## src/rtl/blkmove_pkg.sv

```systemverilog
package blkmove_pkg;

  typedef enum logic [1:0] {
    ST_IDLE = 2'd0,
    ST_RD   = 2'd1,
    ST_WR   = 2'd2,
    ST_FIN  = 2'd3
  } mvState_t;

  // strobes from control to datapath
  typedef struct packed {
    logic load;     // latch operands
    logic rdPhase;  // read cycle: source address out, capture data
    logic wrPhase;  // write cycle: destination address out, then step
  } mvStrobe_t;

endpackage

```

## src/rtl/blkmove_ctrl.sv

```systemverilog
module blkmove_ctrl
  import blkmove_pkg::*;
(
  input  logic      clk,
  input  logic      rstN,
  input  logic      start,
  input  logic      lastByte,
  output mvStrobe_t str,
  output logic      busy,
  output logic      done
);

  mvState_t state, stateNxt;

  always_comb begin
    stateNxt = state;
    unique case (state)
      ST_IDLE: if (start) stateNxt = ST_RD;
      ST_RD:   stateNxt = ST_WR;
      ST_WR:   stateNxt = lastByte ? ST_FIN : ST_RD;
      ST_FIN:  stateNxt = ST_IDLE;
      default: stateNxt = ST_IDLE;
    endcase
  end

  always_ff @(posedge clk or negedge rstN) begin
    if (!rstN) state <= ST_IDLE;
    else       state <= stateNxt;
  end

  always_comb begin
    str.load    = (state == ST_IDLE) && start;
    str.rdPhase = (state == ST_RD);
    str.wrPhase = (state == ST_WR);
  end

  assign busy = (state == ST_RD) || (state == ST_WR);
  assign done = (state == ST_FIN);


  wr_after_rd_chk: assert property (@(posedge clk) disable iff (!rstN)
    str.wrPhase |-> $past(str.rdPhase));


  done_single_chk: assert property (@(posedge clk) disable iff (!rstN)
    done |=> (!done && !busy));


  load_to_read_chk: assert property (@(posedge clk) disable iff (!rstN)
    str.load |=> str.rdPhase);

endmodule

```

## src/rtl/blkmove_dp.sv

```systemverilog
module blkmove_dp
  import blkmove_pkg::*;
#(
  parameter int OFS_W  = 16,
  parameter int BANK_W = 8,
  parameter int DATA_W = 8
) (
  input  logic                    clk,
  input  logic                    rstN,
  input  mvStrobe_t               str,
  input  logic [BANK_W-1:0]       srcBank,
  input  logic [BANK_W-1:0]       dstBank,
  input  logic [OFS_W-1:0]        xInit,
  input  logic [OFS_W-1:0]        yInit,
  input  logic [OFS_W-1:0]        countInit,
  input  logic                    narrowIdx,
  input  logic                    decMode,
  input  logic [DATA_W-1:0]       memRdata,
  output logic [BANK_W+OFS_W-1:0] memAddr,
  output logic                    memWe,
  output logic [DATA_W-1:0]       memWdata,
  output logic [OFS_W-1:0]        xOut,
  output logic [OFS_W-1:0]        yOut,
  output logic [OFS_W-1:0]        countOut,
  output logic                    lastByte
);

  localparam int NAR_W = OFS_W / 2;
  localparam logic [OFS_W-1:0] LOW_MASK = {{(OFS_W-NAR_W){1'b0}}, {NAR_W{1'b1}}};

  logic [BANK_W-1:0] srcBankR, dstBankR;
  logic [OFS_W-1:0]  xR, yR, cntR;
  logic              narrowR, decR;
  logic [DATA_W-1:0] dataR;

  function automatic logic [OFS_W-1:0] stepOfs(input logic [OFS_W-1:0] ofs,
                                               input logic nar, input logic dn);
    logic [OFS_W-1:0] nxt;
    nxt = dn ? (ofs - 1'b1) : (ofs + 1'b1);
    return nar ? (nxt & LOW_MASK) : nxt;
  endfunction

  always_ff @(posedge clk or negedge rstN) begin
    if (!rstN) begin
      srcBankR <= '0;
      dstBankR <= '0;
      xR       <= '0;
      yR       <= '0;
      cntR     <= '0;
      narrowR  <= 1'b0;
      decR     <= 1'b0;
      dataR    <= '0;
    end else begin
      if (str.load) begin
        srcBankR <= srcBank;
        dstBankR <= dstBank;
        xR       <= narrowIdx ? (xInit & LOW_MASK) : xInit;
        yR       <= narrowIdx ? (yInit & LOW_MASK) : yInit;
        cntR     <= countInit;
        narrowR  <= narrowIdx;
        decR     <= decMode;
      end
      if (str.rdPhase) dataR <= memRdata;
      if (str.wrPhase) begin
        xR   <= stepOfs(xR, narrowR, decR);
        yR   <= stepOfs(yR, narrowR, decR);
        cntR <= cntR - 1'b1;
      end
    end
  end

  assign memAddr  = str.wrPhase ? {dstBankR, yR} : {srcBankR, xR};
  assign memWe    = str.wrPhase;
  assign memWdata = dataR;
  assign xOut     = xR;
  assign yOut     = yR;
  assign countOut = cntR;
  assign lastByte = (cntR == '0);


  cnt_step_chk: assert property (@(posedge clk) disable iff (!rstN)
    str.wrPhase |=> (cntR == $past(cntR) - 1'b1));


  narrow_hi_chk: assert property (@(posedge clk) disable iff (!rstN)
    narrowR |-> ((xR & ~LOW_MASK) == '0) && ((yR & ~LOW_MASK) == '0));


  ofs_hold_chk: assert property (@(posedge clk) disable iff (!rstN)
    (!str.wrPhase && !str.load) |=> ($stable(xR) && $stable(yR)));


  bank_hold_chk: assert property (@(posedge clk) disable iff (!rstN)
    !str.load |=> ($stable(srcBankR) && $stable(dstBankR) && $stable(decR)));

endmodule

```

## src/rtl/blkmove_engine.sv

```systemverilog
module blkmove_engine
  import blkmove_pkg::*;
#(
  parameter int OFS_W  = 16,
  parameter int BANK_W = 8,
  parameter int DATA_W = 8
) (
  input  logic                    clk,
  input  logic                    rstN,
  input  logic                    start,
  input  logic [BANK_W-1:0]       srcBank,
  input  logic [BANK_W-1:0]       dstBank,
  input  logic [OFS_W-1:0]        xInit,
  input  logic [OFS_W-1:0]        yInit,
  input  logic [OFS_W-1:0]        countInit,
  input  logic                    narrowIdx,
  input  logic                    decMode,
  input  logic [DATA_W-1:0]       memRdata,
  output logic [BANK_W+OFS_W-1:0] memAddr,
  output logic                    memWe,
  output logic [DATA_W-1:0]       memWdata,
  output logic                    busy,
  output logic                    done,
  output logic [OFS_W-1:0]        xOut,
  output logic [OFS_W-1:0]        yOut,
  output logic [OFS_W-1:0]        countOut
);

  mvStrobe_t str;
  logic      lastByte;

  blkmove_ctrl u_ctrl (
    .clk      (clk),
    .rstN     (rstN),
    .start    (start),
    .lastByte (lastByte),
    .str      (str),
    .busy     (busy),
    .done     (done)
  );

  blkmove_dp #(
    .OFS_W  (OFS_W),
    .BANK_W (BANK_W),
    .DATA_W (DATA_W)
  ) u_dp (
    .clk       (clk),
    .rstN      (rstN),
    .str       (str),
    .srcBank   (srcBank),
    .dstBank   (dstBank),
    .xInit     (xInit),
    .yInit     (yInit),
    .countInit (countInit),
    .narrowIdx (narrowIdx),
    .decMode   (decMode),
    .memRdata  (memRdata),
    .memAddr   (memAddr),
    .memWe     (memWe),
    .memWdata  (memWdata),
    .xOut      (xOut),
    .yOut      (yOut),
    .countOut  (countOut),
    .lastByte  (lastByte)
  );


  idle_quiet_chk: assert property (@(posedge clk) disable iff (!rstN)
    !busy |-> !memWe);

endmodule

```

## config.mk

```make
export PLATFORM = sky130hd
export DESIGN_NAME = blkmove_engine
export DESIGN_NICKNAME = d
export VERILOG_FILES = /design/src/rtl/blkmove_pkg.sv /design/src/rtl/blkmove_ctrl.sv /design/src/rtl/blkmove_dp.sv /design/src/rtl/blkmove_engine.sv
export SDC_FILE = /design/constraint.sdc
export NUM_CORES = 1
export LEC_CHECK = 0
export CAP_MARGIN = 0
export CORE_MARGIN = 4
export CORE_UTILIZATION = 48
export CTS_CLUSTER_SIZE = 30
export DETAILED_ROUTE_END_ITERATION = 8
export GPL_ROUTABILITY_DRIVEN = 0
export PLACE_DENSITY = 0.86
export SETUP_SLACK_MARGIN = 0.05
export SLEW_MARGIN = 25
export SYNTH_ARGS = -nofsm -noshare
export SYNTH_HDL_FRONTEND = slang
export SYNTH_SLANG_ARGS = --single-unit
export TNS_END_PERCENT = 50
```

## constraint.sdc

```tcl
create_clock -name clk -period 3.35 [get_ports clk]
set_clock_uncertainty 0.2 [all_clocks]
set_input_delay 0.5025 -clock clk [delete_from_list [all_inputs] [get_ports clk]]
set_output_delay 0.5025 -clock clk [all_outputs]
set_load 0.1 [all_outputs]
```

==> results.json, run 1 <==
{
  "postCtsHoldBufs": 0,
  "min_period_over_period_pct": 91.21,
  "hold_viol": 11,
  "synth_top_cell_area_share_pct": 35.29,
  "path_class": "reg2out",
  "syn2layout_area_growth_pct": 39.84,
  "vias": 5440,
  "via_per_inst": 6.004,
  "hpwlAfterDp_um": 12290,
  "io_pins": 160,
  "cts_sinks": 76,
  "switching_share_pct": 25.66,
  "cp-end-kind": "output pin",
  "grt_max_degree": 77,
  "synth_most_common_cell": "nand2_1",
  "clk_latency_ns": 0.34,
  "n_fill_cell": 804,
  "dpl_worst_slack_ns": 0.4072,
  "regArea_um2": 1902,
  "fp.dieW_um": 114.0,
  "comb_power_share_pct": 8.0,
  "rsz0062_at_grt": "no",
  "wl_per_cell_um": 18.29,
  "ys_types": 59,
  "power.switching_uw": 533.3,
  "status": "finished with violations",
  "cp.required_ns": 2.65,
  "drc_errors": 0,
  "whs_ns": -0.03350,
  "cp_max_fo": 46,
  "layout.cells.non_filler": 906,
  "power.density_nw_per_um2": 275.8,
  "ys_async_sr_fraction_pct": 100.0,
  "place_inst": 890,
  "critPathLaunchType": "flip-flop",
  "drt-initial-drc-count": 469,
  "cts_buffers": 9,
  "cts_tree": "built",
  "synth_largest_area_cell": "dfrtp_1",
  "synthesis.nets": 727,
  "ys.flop_type": "dfrtp_1",
  "overflow": 0,
  "port_buffers": 159,
  "ys_ff_latch": 76,
  "seq_area_frac_synth_pct": 35.29,
  "sequentialPowerShare_pct": 44.5,
  "final_layout_size_suffix_gt1_share_pct": 20.63,
  "setup_slack_ns": 0.2944,
  "cts_buffer_depth": 2,
  "setup_violations": 0,
  "postSynthCellCount": 613,
  "diodes": 0,
  "pwr-share-clk_pct": 47.5,
  "grt_first_pass_wirelength_um": 26920,
  "maxSlewHeadroom_pct": 50.65,
  "postCtsSetupBuffers": 0,
  "rows": 38,
  "synth_edf_count": 0,
  "grt_pass1_vias": 5530,
  "multi_input_area_um2": 3328,
  "avgSynthCellArea_um2": 8.791,
  "synth_area_leaders": "dfrtp_1 35%, nand2_1 8.4%, ha_1 8.1%",
  "irDropWorstVdd_mv": 0.2316,
  "ctsHtreeMaxLevel": 3,
  "die_height_um": 114.0,
  "p_int_mw": 1.545,
  "period_needed_ns": 3.056,
  "start_util_pct": 49.28,
  "setup_tns_ns": 0,
  "violations": "hold timing",
  "stdcell_area_um2": 7536,
  "p_leak_nw": 3.449,
  "worstPathArrival_ns": 2.35,
  "dr.pass1.iters": 5,
  "hp-class": "in2async",
  "yosys-top-cells-count": "120 x nand2_1, 76 x dfrtp_1, 55 x a21oi_1, 35 x ha_1, 32 x mux2_2",
  "max_cap_viol_count": 0,
  "power_mw": 2.078,
  "cts.clk_slew.worst_paths_ns": 0.07,
  "drt-total-wl_um": 16570,
  "grt_usage_pct": 25.30,
  "fmax_mhz": 327.3,
  "ys_warn_count": 0,
  "syn_area_um2": 5389,
  "cts_resized": 0,
  "max_slew.worst_pin.slew_ns": 0.7402,
  "drv_slew": 0,
  "core_area_um2": 10940,
  "nets": 875,
  "ant_nets": 0,
  "antenna_found_initial": 0,
  "dieArea_um2": 12990,
  "cts_root_buffer": "clkbuf_16",
  "dpl-instance-area_um2": 7231
}
==> power groups by stage <==
stage / clock, mW / sequential (mW) / combinational [mW]
after CTS: 1.00 / 0.924 / 0.168
after global routing: 1.05 / 0.925 / 0.176
after global placement: 0 / 0.942 / 0.165
after detailed placement: 0 / 0.942 / 0.167
final: 0.987 / 0.924 / 0.167
after floorplan: 0 / 0.979 / 0.0107
==> path summary, 6_finish.rpt <==
| check | startpoint | end | slack [ns] | depth (start not counted) |
|---|---|---|---|---|
| worst max register to register | u_dp.decR$_DFFE_PN0P_ | u_dp.yOut[15]$_DFFE_PN0P_ | 0.33 | 8 |
| max in group asynchronous | rstN | u_dp.countOut[13]$_DFFE_PN0P_ | 2.46 | 1 |
| min in group clk | u_dp.srcBankR[5]$_DFFE_PN0P_ | u_dp.srcBankR[5]$_DFFE_PN0P_ | 0.27 | 2 |
| worst max-delay path | u_ctrl.state[0]$_DFFE_PN0P_ | memAddr[18] | 0.29 | 5 |
| worst min register to register | u_dp.srcBankR[5]$_DFFE_PN0P_ | u_dp.srcBankR[5]$_DFFE_PN0P_ | 0.27 | 2 |
| worst min-delay path | rstN | u_dp.dstBankR[5]$_DFFE_PN0P_ | -0.03 | 1 |
==> per-stage QoR <==
stage,utilization [%],hold WS (ns)
floorplan,-,0.006909
global placement,66.12,0.2539
detailed placement,66.12,0.2586
CTS,68.88,0.1565
global route,68.91,0.04463
finish,68.91,-0.03350
==> flip-flops by register name, indices dropped and copies added (netlist names) <==
signal,cells
u_dp.xOut,16
u_dp.countOut,16
u_dp.narrowR,1
u_dp.dstBankR,8
u_ctrl.state,2
u_dp.yOut,16
u_dp.srcBankR,8
u_dp.decR,1
u_dp.memWdata,8
==> logic make-up after synthesis <==
| kind of cell | share of synthesized area [%] |
|---|---|
| compound gates | 17.25 |
| xor+xnor | 5.688 |
| fa+ha+maj | 8.869 |
| buf+inv | 3.251 |
| flops | 35.29 |
| mux | 9.844 |
| simple gates | 19.81 |
==> layer usage <==
layer	global-route usage, %	share of wire [%]	vias to the layer above
li1	-	-	2496
met1	32.41	40	2642
met2	43.29	51	252
met3	3.660	6.4	50
met4	9.501	2.5	0
met5	0	0	-
==> critical path: stages (launching register included) <==
cell and delay, ns:
dfrtp_1 0.42, inv_1 0.19, ha_4 0.51, buf_4 0.31, mux2_2 0.39, buf_12 0.17
==> final cells by class <==
class	count	area share [%]
tap	140	2.324
clock inverter	7	1.013
inverter	13	0.6475
multi-input combinational	491	44.16
timing repair buffer	170	23.63
clock buffer	9	2.989
sequential	76	25.24
==> cells in the final DEF, fill, tap and decap left out, types with 12 or more instances in the layout <==
| master | instances |
|---|---|
| dfrtp_1 | 76 |
| mux2_2 | 32 |
| o22ai_1 | 14 |
| and3_1 | 13 |
| nor2_1 | 21 |
| nor3b_1 | 12 |
| a21oi_1 | 55 |
| xnor2_1 | 18 |
| buf_4 | 69 |
| nand2_1 | 119 |
| mux2i_1 | 17 |
| inv_1 | 13 |
| o21ai_0 | 29 |
| clkdlybuf4s50_1 | 75 |
| ha_1 | 34 |
| xor2_1 | 17 |
| buf_12 | 25 |
| a21o_1 | 12 |
Note: power is estimated with default switching activity, not from simulation.
==> inputs of run 2 (changes only) <==
--- a/config.mk
+++ b/config.mk
@@ -5,9 +5,10 @@
 export SDC_FILE = /design/constraint.sdc
 export NUM_CORES = 1
 export LEC_CHECK = 0
+export ABC_AREA = 1
 export CAP_MARGIN = 0
 export CORE_MARGIN = 4
-export CORE_UTILIZATION = 48
+export CORE_UTILIZATION = 49
 export CTS_CLUSTER_SIZE = 30
 export DETAILED_ROUTE_END_ITERATION = 8
 export GPL_ROUTABILITY_DRIVEN = 0
==> run 2 against run 1 <==
Net effect: the run still ends with hold timing left; maximum frequency rose by 9.2%; largest cell class unchanged; first-iteration DRC count fell by 8.5%; critical path type unchanged; count of clock-buffer cells in the layout did not move; sequential share of layout area fell by 1.5 points.
==> results.json, run 2 <==
{
  "status": "finished with violations",
  "violations": "hold timing",
  "synth_top_cell_area_share_pct": 32.63,
  "antenna_found_initial": 0,
  "fp.dieW_um": 117.1,
  "cts_resized": 0,
  "n_fill_cell": 940,
  "place_inst": 1149,
  "via_per_inst": 5.264,
  "postCtsSetupBuffers": 0,
  "cts_buffers": 9,
  "dr.pass1.iters": 7,
  "ys_async_sr_fraction_pct": 100.0,
  "vias": 6132,
  "cts_root_buffer": "clkbuf_16",
  "final_cell_mix": "323 x nand2_1, 119 x inv_1, 76 x dfrtp_1",
  "seq_area_frac_synth_pct": 32.63,
  "die_height_um": 117.1,
  "regArea_um2": 1902,
  "fmax_mhz": 357.5,
  "rsz0062_at_grt": "no",
  "max_stage_delay_ns": 0.43,
  "hold_viol": 14,
  "drt-total-wl_um": 17310,
  "whs_ns": -0.02129,
  "cp.required_ns": 2.65,
  "ys_warn_count": 0,
  "cts_tree": "built",
  "synth_area_leaders": "dfrtp_1 33%, nand2_1 21%, inv_1 7.7%",
  "grt_max_degree": 77,
  "cts_buffer_depth": 2,
  "maxSlewHeadroom_pct": 48.90,
  "drt-initial-drc-count": 429,
  "start_util_pct": 50.61,
  "setup_tns_ns": 0,
  "setup_violations": 0,
  "ctsHtreeMaxLevel": 3,
  "syn_area_um2": 5828,
  "core_area_um2": 11520,
  "yosys-top-cells-count": "323 x nand2_1, 119 x inv_1, 76 x dfrtp_1, 55 x nor2_1, 53 x a21oi_1",
  "cp-end-kind": "output pin",
  "diodes": 0,
  "grt_usage_pct": 25.95,
  "synth_edf_count": 0,
  "ys_ff_latch": 76,
  "port_buffers": 159,
  "synth_most_common_cell": "nand2_1",
  "grt_first_pass_wirelength_um": 28080,
  "cpMaxStageDelayCell": "inv_4",
  "final_common_cell": "nand2_1",
  "period_needed_ns": 2.797,
  "drc_errors": 0,
  "critPathTopFamily": "buffers and inverters",
  "synthesis.nets": 982,
  "critPathLaunchType": "flip-flop",
  "io_pins": 160,
  "ant_nets": 0,
  "final_layout_size_suffix_gt1_share_pct": 14.48,
  "cts.clk_slew.worst_paths_ns": 0.06,
  "crit_buf_inv": 3,
  "layout.cells.non_filler": 1165,
  "syn2layout_area_growth_pct": 37.27,
  "drv_slew": 0,
  "path_cells": "inv_1 > ha_2 > inv_4 > nor2_1 > nor2_2 > buf_12",
  "ys.flop_type": "dfrtp_1",
  "overflow": 0,
  "cp_max_fo": 45,
  "clk_latency_ns": 0.34,
  "max_cap_viol_count": 0,
  "dieArea_um2": 13700,
  "max_slew.worst_pin.slew_ns": 0.7655,
  "synth_largest_area_cell": "dfrtp_1",
  "avgSynthCellArea_um2": 6.714,
  "postSynthCellCount": 868,
  "nets": 1131,
  "wl_per_cell_um": 14.85,
  "grt_pass1_vias": 5943,
  "hpwlAfterDp_um": 12700,
  "ys_types": 45,
  "multi_input_area_um2": 3344,
  "min_period_over_period_pct": 83.50,
  "worstPathArrival_ns": 2.09,
  "rows": 39,
  "postCtsHoldBufs": 0,
  "path_class": "reg2out",
  "hp-class": "in2async",
  "cts_sinks": 76
}
[run 2: cell count changes in the layout (fill, tap and decap cells not counted), sizes merged, moves of 6 or more]
| cell | change |
|---|---|
| a21o | -12 |
| a31oi | -6 |
| and3 | -12 |
| inv | +108 |
| mux2 | -24 |
| mux2i | -17 |
| nand2 | +206 |
| nand2b | -6 |
| nand3 | +37 |
| nor2 | +43 |
| nor3b | -11 |
| o22ai | -12 |
| xnor2 | -15 |
[run 2: layout make-up]
cell class | count | share of cell area, %
Clock buffer | 9 | 2.815
Clock inverter | 7 | 1.329
Inverter | 124 | 5.849
Multi-Input combinational cell | 640 | 41.80
Sequential cell | 76 | 23.77
Tap cell | 143 | 2.236
Timing Repair Buffer | 166 | 22.19
[run 2: per-layer routing]
metal	vias to the layer above	track usage, %	share of wire (%)
met1	2834	32.74	42
met2	213	42.62	47
li1	3038	-	-
met3	47	6.427	7.2
met4	0	10.78	3.2
met5	-	0	0
[run 2: kinds of logic (layout without fill, tap and decap cells)]
| logic type | Yosys count | count (layout) | synth area share, % |
|---|---|---|---|
| AO/OA/AOI/OAI | 108 | 108 | 10.39 |
| XOR/XNOR | 17 | 17 | 2.555 |
| adder cells (fa/ha/maj) | 37 | 37 | 8.201 |
| buffers and inverters | 152 | 306 | 10.46 |
| flip-flops | 76 | 76 | 32.63 |
| multiplexers | 8 | 8 | 1.546 |
| AND/OR/NAND/NOR | 470 | 470 | 34.22 |
[run 2: worst paths after layout]
path | from | end | slack [ns] | cells past startpoint
min in group clk | u_dp.dstBankR[4]$_DFFE_PN0P_ | u_dp.dstBankR[4]$_DFFE_PN0P_ | 0.28 | 2
max reg2reg | u_ctrl.state[0]$_DFFE_PN0P_ | u_dp.yOut[6]$_DFFE_PN0P_ | 0.77 | 8
max in group asynchronous | rstN | u_dp.xOut[15]$_DFFE_PN0P_ | 2.47 | 1
min | rstN | u_dp.memWdata[3]$_DFFE_PN0N_ | -0.02 | 1
max | u_ctrl.state[0]$_DFFE_PN0P_ | memAddr[0] | 0.55 | 6
min reg2reg | u_dp.dstBankR[4]$_DFFE_PN0P_ | u_dp.dstBankR[4]$_DFFE_PN0P_ | 0.28 | 2
[run 2: metrics by stage]
stage               hold slack (ns)  setup slack (ns)  utilization (%)  instance area, um^2
floorplan                  0.006909            0.1979                -                 5856
CTS                          0.1595            0.5448            69.44                 7996
detailed placement           0.2658            0.7541            66.56                 7665
finish                     -0.02129            0.5527            69.47                 8000
global route                0.04101            0.3989            69.47                 8000
global placement             0.2628            0.7939            66.56                 7665
Power of run 2 is left out: the tool's default activity adds up to more than one toggle a clock period on the data nets, which glitch-free logic cannot reach.
